[src/rtl/rwin_pkg.sv]
package rwin_pkg;
    localparam int NWIN      = 8;
    localparam int RPW       = 16;
    localparam int WIN_VIEW  = 24;
    localparam int MAX_GL    = 4;
    localparam int GPL       = 8;
    localparam int NUM_MICRO = 8;
    localparam int NUM_VIEWS = 3;

    localparam int TG         = GPL * MAX_GL;
    localparam int TW         = NWIN * RPW;
    localparam int VIEW_SPAN  = GPL + WIN_VIEW;
    localparam int MICRO_ARCH = NUM_VIEWS * VIEW_SPAN;
    localparam int ARCH_N     = MICRO_ARCH + NUM_MICRO;
    localparam int MICRO_PHYS = TG + TW;
    localparam int PHYS_N     = MICRO_PHYS + NUM_MICRO;

    localparam int AW     = $clog2(ARCH_N);
    localparam int PW     = $clog2(PHYS_N);
    localparam int CW     = $clog2(NWIN);
    localparam int GW     = $clog2(MAX_GL);
    localparam int WDW    = 8;
    localparam int VOFF_W = $clog2(VIEW_SPAN);

    typedef logic [AW-1:0] arch_t;
    typedef logic [PW-1:0] phys_t;
    typedef logic [CW-1:0] cwp_t;
    typedef logic [GW-1:0] gl_t;

    typedef enum logic [2:0] {
        RGN_CUR, RGN_NEXT, RGN_PREV, RGN_MICRO, RGN_NONE
    } rgn_e;

    typedef struct packed {
        rgn_e              rgn;
        logic [VOFF_W-1:0] off;
    } slot_t;

    function automatic phys_t glob_phys(int ent, int lvl);
        if (ent == 0) return '0;
        return phys_t'(ent + lvl * GPL);
    endfunction

    function automatic phys_t win_phys(int ent, int win);
        return phys_t'(TG + ((ent + TW - win * RPW) % TW));
    endfunction

    function automatic cwp_t adj_win(cwp_t w, int delta);
        return cwp_t'((int'(w) + NWIN + delta) % NWIN);
    endfunction
endpackage

[src/rtl/rwin_state.sv]
module rwin_state
    import rwin_pkg::*;
(
    input  logic           clk,
    input  logic           rst,
    input  logic           cwp_we,
    input  logic [WDW-1:0] cwp_wdata,
    input  logic           gl_we,
    input  gl_t            gl_wdata,
    output cwp_t           cwp_q,
    output gl_t            gl_q
);
    cwp_t cwp_clamped;

    always_comb begin
        if (cwp_wdata >= WDW'(NWIN))
            cwp_clamped = cwp_t'(NWIN - 1);
        else
            cwp_clamped = cwp_wdata[CW-1:0];
    end

    always_ff @(posedge clk) begin
        if (rst) begin
            cwp_q <= '0;
            gl_q  <= '0;
        end else begin
            if (cwp_we) cwp_q <= cwp_clamped;
            if (gl_we)  gl_q  <= gl_wdata;
        end
    end
endmodule

[src/rtl/rwin_decode.sv]
module rwin_decode
    import rwin_pkg::*;
(
    input  arch_t arch_i,
    output slot_t slot_o
);
    int ai;
    int vw;

    always_comb begin
        ai          = int'(arch_i);
        vw          = 0;
        slot_o.rgn  = RGN_NONE;
        slot_o.off  = '0;
        if (ai < MICRO_ARCH) begin
            vw         = ai / VIEW_SPAN;
            slot_o.off = VOFF_W'(ai % VIEW_SPAN);
            case (vw)
                0:       slot_o.rgn = RGN_CUR;
                1:       slot_o.rgn = RGN_NEXT;
                default: slot_o.rgn = RGN_PREV;
            endcase
        end else if (ai < ARCH_N) begin
            slot_o.rgn = RGN_MICRO;
            slot_o.off = VOFF_W'(ai - MICRO_ARCH);
        end
    end
endmodule

[src/rtl/rwin_lookup.sv]
module rwin_lookup
    import rwin_pkg::*;
(
    input  slot_t slot_i,
    input  cwp_t  cwp_i,
    input  gl_t   gl_i,
    output phys_t phys_o
);
    cwp_t win_sel;

    always_comb begin
        case (slot_i.rgn)
            RGN_NEXT: win_sel = adj_win(cwp_i, -1);
            RGN_PREV: win_sel = adj_win(cwp_i, 1);
            default:  win_sel = cwp_i;
        endcase
    end

    always_comb begin
        phys_o = '0;
        if (slot_i.rgn == RGN_MICRO)
            phys_o = phys_t'(MICRO_PHYS + int'(slot_i.off));
        else if (slot_i.rgn != RGN_NONE) begin
            if (int'(slot_i.off) < GPL)
                phys_o = glob_phys(int'(slot_i.off), int'(gl_i));
            else
                phys_o = win_phys(int'(slot_i.off) - GPL, int'(win_sel));
        end
    end
endmodule

[src/rtl/rwin_xlate.sv]
module rwin_xlate
    import rwin_pkg::*;
#(
    parameter int NQ = 2
) (
    input  logic             clk,
    input  logic             rst,
    input  logic             cwp_we,
    input  logic [WDW-1:0]   cwp_wdata,
    input  logic             gl_we,
    input  logic [GW-1:0]    gl_wdata,
    input  logic [NQ*AW-1:0] arch_idx,
    output logic [NQ*PW-1:0] phys_idx,
    output logic [CW-1:0]    cwp_o,
    output logic [GW-1:0]    gl_o
);
    cwp_t cwp_r;
    gl_t  gl_r;

    rwin_state u_state (
        .clk       (clk),
        .rst       (rst),
        .cwp_we    (cwp_we),
        .cwp_wdata (cwp_wdata),
        .gl_we     (gl_we),
        .gl_wdata  (gl_wdata),
        .cwp_q     (cwp_r),
        .gl_q      (gl_r)
    );

    assign cwp_o = cwp_r;
    assign gl_o  = gl_r;

    for (genvar q = 0; q < NQ; q++) begin : g_lane
        slot_t slot;
        phys_t phys;

        rwin_decode u_dec (
            .arch_i (arch_idx[q*AW +: AW]),
            .slot_o (slot)
        );

        rwin_lookup u_lk (
            .slot_i (slot),
            .cwp_i  (cwp_r),
            .gl_i   (gl_r),
            .phys_o (phys)
        );

        assign phys_idx[q*PW +: PW] = phys;
    end
endmodule

[config.mk]
export PLATFORM = sky130hd
export DESIGN_NAME = rwin_xlate
export DESIGN_NICKNAME = d
export VERILOG_FILES = /design/src/rtl/rwin_pkg.sv /design/src/rtl/rwin_state.sv /design/src/rtl/rwin_decode.sv /design/src/rtl/rwin_lookup.sv /design/src/rtl/rwin_xlate.sv
export SDC_FILE = /design/constraint.sdc
export NUM_CORES = 1
export LEC_CHECK = 0
export ABC_AREA = 1
export BUFFER_PORTS_ARGS = -buffer_cell sky130_fd_sc_hd__buf_4
export CAP_MARGIN = 20
export CORE_UTILIZATION = 25
export CTS_CLUSTER_DIAMETER = 80
export DETAILED_ROUTE_END_ITERATION = 16
export SLEW_MARGIN = 40
export SYNTH_ARGS = -nofsm -noshare
export SYNTH_HDL_FRONTEND = slang
export SYNTH_SLANG_ARGS = --single-unit
export TNS_END_PERCENT = 50
[constraint.sdc]
create_clock -name clk -period 2.44 [get_ports clk]
set_input_delay 0.122 -clock clk [delete_from_list [all_inputs] [get_ports clk]]
set_output_delay 0.122 -clock clk [all_outputs]
set_load 0.02 [all_outputs]
==> results of run 1 <==
## area by class of cell
type	instances	area [sq um]
timing repair buffer	85	653
sequential	5	108
fill	585	3100
multi-input combinational	164	1360
inverter	58	220
clock buffer	4	45.0
tap	72	90.1
## repair_timing
item | in CTS | in global routing
pin swaps | 17 | 24
setup buffers | 4 | 0
endpoints found under the setup margin | 8 | 8
gates resized for setup | 23 | 19
## cell usage after synthesis, drive strengths merged
| library cell | n | area, sq um |
|---|---|---|
| dfxtp | 5 | 100 |
| a21oi | 11 | 55.1 |
| nand2 | 44 | 170 |
| a21o | 2 | 15.0 |
| inv | 58 | 218 |
| a221o | 2 | 20.0 |
| ha | 36 | 450 |
| nor3b | 3 | 27.5 |
| xor2 | 3 | 33.8 |
| o21ai | 23 | 123 |
| nand3b | 3 | 22.5 |
| o41ai | 1 | 8.76 |
| xnor2 | 1 | 8.76 |
| fa | 2 | 40.0 |
| nor2 | 13 | 48.8 |
| nand3 | 8 | 40.0 |
| a211oi | 3 | 22.5 |
| and3 | 1 | 6.26 |
| o31ai | 2 | 15.0 |
| a31oi | 3 | 18.8 |
| nor3 | 3 | 15.0 |
## critical path, delay by kind of cell, from the launching register on
family                     cells  cell delay [ps]
buffers and inverters          4              250
DFF                            1              380
AOI/OAI and AO/OA              4              380
adders and majority gates      4             1060
and+or+nand+nor                9              550
## per-layer routing
layer	wire length [um]	global-route usage	vias to the layer above
li1	-	-	904
met1	1850	0.167	725
met2	2110	0.257	29
met3	124	0.00930	2
met4	14	0.0333	0
met5	0	0	-
## where the power goes
group	internal, mW	leakage, nW	switching (mW)
sequential	0.0880	0.0428	0.00864
clock	0.112	0.0228	0.0371
combinational	0.558	1.30	0.545
total	0.758	1.36	0.591
## path summary, 6_finish.rpt
path	startpoint	slack, ps	cells after the start	end
worst min register to register	u_state.gl_q[0]$_SDFFE_PP0P_	600	2	u_state.gl_q[0]$_SDFFE_PP0P_
worst min-delay path	cwp_we	120	2	u_state.cwp_q[1]$_SDFFE_PP0P_
worst max register to register	u_state.cwp_q[0]$_SDFFE_PP0P_	1480	4	u_state.cwp_q[0]$_SDFFE_PP0P_
worst max-delay path	u_state.cwp_q[0]$_SDFFE_PP0P_	-520	21	phys_idx[7]
## stage by stage
stage	total power, mW	worst slack, ps	instance area, sq um	std cells
floorplan	0.634	-174	1520	227
global placement	0.956	-344	2220	380
detailed placement	0.970	-375	2220	380
CTS	1.28	-553	2400	388
global route	1.48	-715	2470	388
finish	1.35	-517	2470	388
## flip-flops by register name, summed over array words and instances, names as in the netlist
signal	flops
u_state.gl_q	2
u_state.cwp_q	3
## kinds of logic after synthesis
group / synth area share
flip-flops: 0.0686
XOR/XNOR: 0.0292
buffers and inverters: 0.149
adder cells (fa/ha/maj): 0.336
AND/OR/NAND/NOR: 0.226
AO/OA/AOI/OAI: 0.190
==> summary.txt, run 1 <==
Run status
  • Status: finished with violations
  • Failing checks: negative setup slack

Setup path
  • Worst setup SP type: flop
  • WS Path Type: reg2out
  • CP required: 2320 ps
  • CP most frequent cell: nand2_1
  • CP Max Fanout: 4
  • Crit path largest cell delay: 380 ps
  • Element type at the critical path end: output pin
  • CP max stage cell: dfxtp_4
  • CP cell instances: inv_4, ha_4, o21ai_1, a21oi_1, a21oi_2, ha_1, ha_4, nand2_4, a21oi_2, nor2_2, nand2_1, nand2_1, nand2_2, inv_2, ha_4, inv_2, nand3_2, nand2_1, nand2_1, nand2_2, buf_6
  • Worst EP arrival: 2830 ps

Place
  • Hpwl dp: 3.45 mm
  • Routability cong.: 0.809
  • Number of buffers added on ports: 48

STA
  • Max-slew violation count: 0
  • RSZ-0062 raised after global routing: true
  • Tightest hold margin: 123 ps
  • Worst Skew: 0 ps
  • Worst Tran Pin Value: 344 ps
  • Final period util: 1.21
  • Final number of setup-violating endpoints: 7
  • Fmax achieved: 338 MHz
  • Worst relative slew slack: 0.770
  • Final number of hold-violating endpoints: 0
  • Minimum clock period: 2960 ps
  • Setup TNS: -2590 ps
  • Setup ws final: -517 ps

Global route
  • Number of global-route vias before repair: 1647
  • Total gr overflow: 0
  • Initial antenna violation count: 0
  • First-pass GRT wire length: 6.84 mm
  • Largest net degree at the start of global routing: 7
  • GR Util All Layers: 0.137

CTS
  • Root Driver: clkbuf_8
  • Max clock buf depth: 2
  • CTS tree: built
  • CTS Buf Count: 3
  • Clock Latency Late Sink: 220 ps
  • CTS clk-pin slew, worst paths: 30 ps
  • CTS Hold Bufs: 0
  • # clock sinks: 5
  • H-Tree Depth: 1

Layout
  • Fin util: 0.444
  • Most common cell after layout, fill and taps aside: buf_4
  • Final nets: 383
  • Commonest cells after routing, fill and taps aside: buf_4 (81), inv_1 (51), nand2_1 (36)
  • Area Overhead vs Synth: 69.5%
  • # diodes: 0
  • Share of cells above drive strength 1: 0.424

Detailed routing
  • Final WL: 4.10 mm
  • Initial DRT Pass Iterations: 4
  • Number of DRC markers in iteration 0: 67
  • DRC errors left: 0
  • Via density: 4.28
  • DR WL/cell: 10.6 um
  • Post-route ant nets: 0
  • Vias: 1660

Die
  • Row cnt: 27
  • Die ar.: 6140 sq um
  • Die H: 78.4 um
  • Core area: 5570 sq um
  • Effective utilization at floorplan: 0.262
  • Ports: 49
  • Die width: 78.4 um

Worst hold path
  • Hold Path Class: in2reg

Yosys
  • Synth Register Bits: 5
  • Ys Warns: 0
  • Library cells used by synthesis: 26
  • Sequential-to-total area share from yosys stat: 0.0686
  • Post-synthesis cell count: 227
  • Syn_nets: 293
  • Syn Area/Cell: 6.43 sq um
  • Synthesized area: 1460 sq um

Power and ir drop
  • P_leak: 1.36 nW
  • Maximum VDD drop: 386 uV
  • PD cells: 546 nW/um^2

Flow run
  • Max Cap Viol: 0
Note: power is estimated with default switching activity, not from simulation.
==> run 2: changes to the inputs <==
- CELL_PAD_IN_SITES_DETAIL_PLACEMENT: unset -> 1
- CELL_PAD_IN_SITES_GLOBAL_PLACEMENT: unset -> 2
- CORE_UTILIZATION: 25 -> 24
- PLACE_DENSITY_LB_ADDON: unset -> 0.1
==> run 2 against run 1 <==
The flow still finishes with violations (negative setup slack). Critical path type unchanged. Critical endpoint is now phys_idx[14]. First-iteration DRC count shrank 48%. Utilization grew 0.54 points. Clock skew is the same. Die area grew 4.1%. Largest power group unchanged.
==> summary.txt, run 2 (synthesis gave the netlist of run 1 again) <==
Run status
  • Status: finished with violations
  • Failing checks: negative setup slack

Place
  • Placed Cells: 391 (+2.9%)
  • Number of buffers added on ports: 48 (unchanged)
  • Hpwl dp: 4.18 mm (+21%)
  • Routability cong.: 0.745 (-7.9%)
  • Placed cell area: 2280 sq um (+2.9%)

Power and ir drop
  • Psw: 0.672 mW (+14%)
  • PD cells: 576 nW/um^2 (+5.6%)
  • Reg power frac: 0.064 (-0.008)
  • Combinational Power Share: 0.834 (+0.016)
  • P_leak: 1.41 nW (+3.6%)
  • Maximum VDD drop: 351 uV (-8.9%)
  • P_int: 0.850 mW (+12%)
  • Sw Share: 0.442 (+0.00346)
  • Power share of the clock group: 0.102 (-0.008)

STA
  • RSZ-0062 raised after global routing: true
  • Final period util: 1.21 (about the same)
  • Final number of hold-violating endpoints: 0 (unchanged)
  • Setup ws final: -518 ps (-0.998 ps)
  • Fmax achieved: 338 MHz (about the same)
  • Worst relative slew slack: 0.736 (-0.0346)
  • Final number of setup-violating endpoints: 7 (unchanged)
  • Worst Skew: 0 ps (unchanged)
  • Max-slew violation count: 0 (unchanged)
  • Minimum clock period: 2960 ps (+0.998 ps)
  • Worst Tran Pin Value: 391 ps (+47.5 ps)

Setup path
  • Worst EP arrival: 2840 ps (about the same)
  • Element type at the critical path end: output pin
  • CP max stage cell: dfxtp_4
  • Worst Reg-to-Reg Cells: 4 (unchanged)
  • CP most frequent cell: ha_4
  • CP Max Fanout: 4 (unchanged)
  • Worst setup SP type: flop
  • CP required: 2320 ps (about the same)
  • WS Path Type: reg2out
  • Crit path largest cell delay: 370 ps (about the same)
  • CP cell instances: inv_4, ha_4, o21ai_1, a21oi_1, a21oi_1, ha_1, ha_4, a21o_1, nor2_2, nand3b_1, nand2_2, inv_2, ha_4, nor3b_4, buf_6

Flow run
  • Max Cap Viol: 0 (unchanged)

CTS
  • Max clock buf depth: 2 (unchanged)
  • CTS Buf Count: 3 (unchanged)
  • CTS tree: built
  • Clock Latency Late Sink: 220 ps (about the same)
  • Root Driver: clkbuf_8
  • # clock sinks: 5 (unchanged)
  • CTS clk-pin slew, worst paths: 30 ps (about the same)
  • H-Tree Depth: 1 (unchanged)
  • CTS Hold Bufs: 0 (unchanged)

Detailed routing
  • Number of DRC markers in iteration 0: 35 (-48%)
  • Vias: 1766 (+6.4%)
  • DRC errors left: 0 (unchanged)
  • Final WL: 4.86 mm (+19%)
  • Post-route ant nets: 0 (unchanged)
  • DR WL/cell: 12.2 um (+15%)
  • Initial DRT Pass Iterations: 4 (unchanged)
  • Via density: 4.43 (+3.5%)

Global route
  • GR Layer Usage met1: 0.213 (+0.0460)
  • Largest net degree at the start of global routing: 7 (unchanged)
  • Top Usage Layer GRT: met2
  • GRT met2 Usage: 0.291 (+0.0336)
  • Grt met3 use: 0.0137 (+0.00441)
  • Number of global-route vias before repair: 1826 (+11%)
  • First-pass GRT wire length: 8.22 mm (+20%)
  • Total gr overflow: 0 (unchanged)
  • GR Util All Layers: 0.163 (+0.0258)
  • Initial antenna violation count: 0 (unchanged)

Layout
  • Area Overhead vs Synth: 81.1%
  • Fin cells: 399 (+2.8%)
  • Commonest cells after routing, fill and taps aside: buf_4 (86), inv_1 (48), nand2_1 (30)
  • Share of cells above drive strength 1: 0.485 (+0.0605)
  • Leading registers by flop count: u_state.cwp_q (3), u_state.gl_q (2)
  • Final nets: 391 (+2.1%)
  • Fin util: 0.449 (+0.00543)
  • # diodes: 0 (unchanged)
  • Final Instance Area: 2640 sq um (+6.9%)
  • Most common cell after layout, fill and taps aside: buf_4
  • Max reg flops: 3 (unchanged)
  • Fillcell total: 751 (+28%)
  • Largest Register: u_state.cwp_q

Die
  • Die width: 80.0 um (+2.0%)
  • Ports: 49 (unchanged)
  • Row cnt: 28 (+3.7%)
  • Effective utilization at floorplan: 0.248 (-0.0139)
  • Die ar.: 6390 sq um (+4.1%)
  • Die H: 80.0 um (+2.0%)
  • Core area: 5890 sq um (+5.6%)

Worst hold path
  • Hold Path Class: in2reg
  • Hold Crit Depth: 2 (unchanged)
## run 2: cell count changes in the layout (fill, tap and decap cells not counted), sizes merged
cell / change
buf: +8
## run 2: worst max-delay path: cells and delay by family, from the launching register on
kind	cells	cell delay, ps
simple gates	4	460
fa+ha+maj	4	1110
compound gates	4	430
flops	1	370
buf+inv	3	230
## run 2: power by group through the flow
stage	Clock (mW)	Sequential [mW]	Combinational, mW
5_1_grt	0.163	0.0981	1.41
3_3_place_gp	0	0.0972	0.916
6_report	0.155	0.0974	1.27
2_1_floorplan	0	0.103	0.531
4_1_cts	0.158	0.0975	1.09
3_5_place_dp	0	0.0973	0.934
## run 2: routing by layer
| metal | up-vias | share of wire |
|---|---|---|
| li1 | 921 | - |
| met1 | 806 | 0.49 |
| met2 | 37 | 0.48 |
| met3 | 2 | 0.029 |
| met4 | 0 | 0.0031 |
| met5 | - | 0 |
## run 2: worst paths after layout
check	start	endpoint	slack [ps]
max	u_state.cwp_q[0]$_SDFFE_PP0P_	phys_idx[14]	-520
min	cwp_we	u_state.cwp_q[1]$_SDFFE_PP0P_	120
max reg2reg	u_state.cwp_q[1]$_SDFFE_PP0P_	u_state.cwp_q[1]$_SDFFE_PP0P_	1490
min reg2reg	u_state.gl_q[1]$_SDFFE_PP0P_	u_state.gl_q[1]$_SDFFE_PP0P_	630
## run 2: cell type report
type                    count  area, sq um  share of cell area
clock buffers               4         45.0              0.0170
repair buffers             93          724               0.274
multi-input cells         164         1450               0.548
inverters                  58          223              0.0843
flip-flops and latches      5          108              0.0407
well taps                  75         93.8              0.0355
## run 2: per-stage QoR
stage / setup TNS (ps) / hold slack (ps) / setup slack [ps] / power, mW
3_3_place_gp: -2540 / 355 / -512 / 1.01
6_report: -2690 / 120 / -518 / 1.52
3_5_place_dp: -2820 / 352 / -539 / 1.03
4_1_cts: -2770 / 120 / -527 / 1.34
2_1_floorplan: -773 / 219 / -174 / 0.634
5_1_grt: -3810 / 131 / -707 / 1.67
## run 2: repair_timing
item	in CTS	in global routing
pin swaps	10	34
buffers inserted	2	2
endpoints found under the setup margin	8	8
resized for setup	27	40
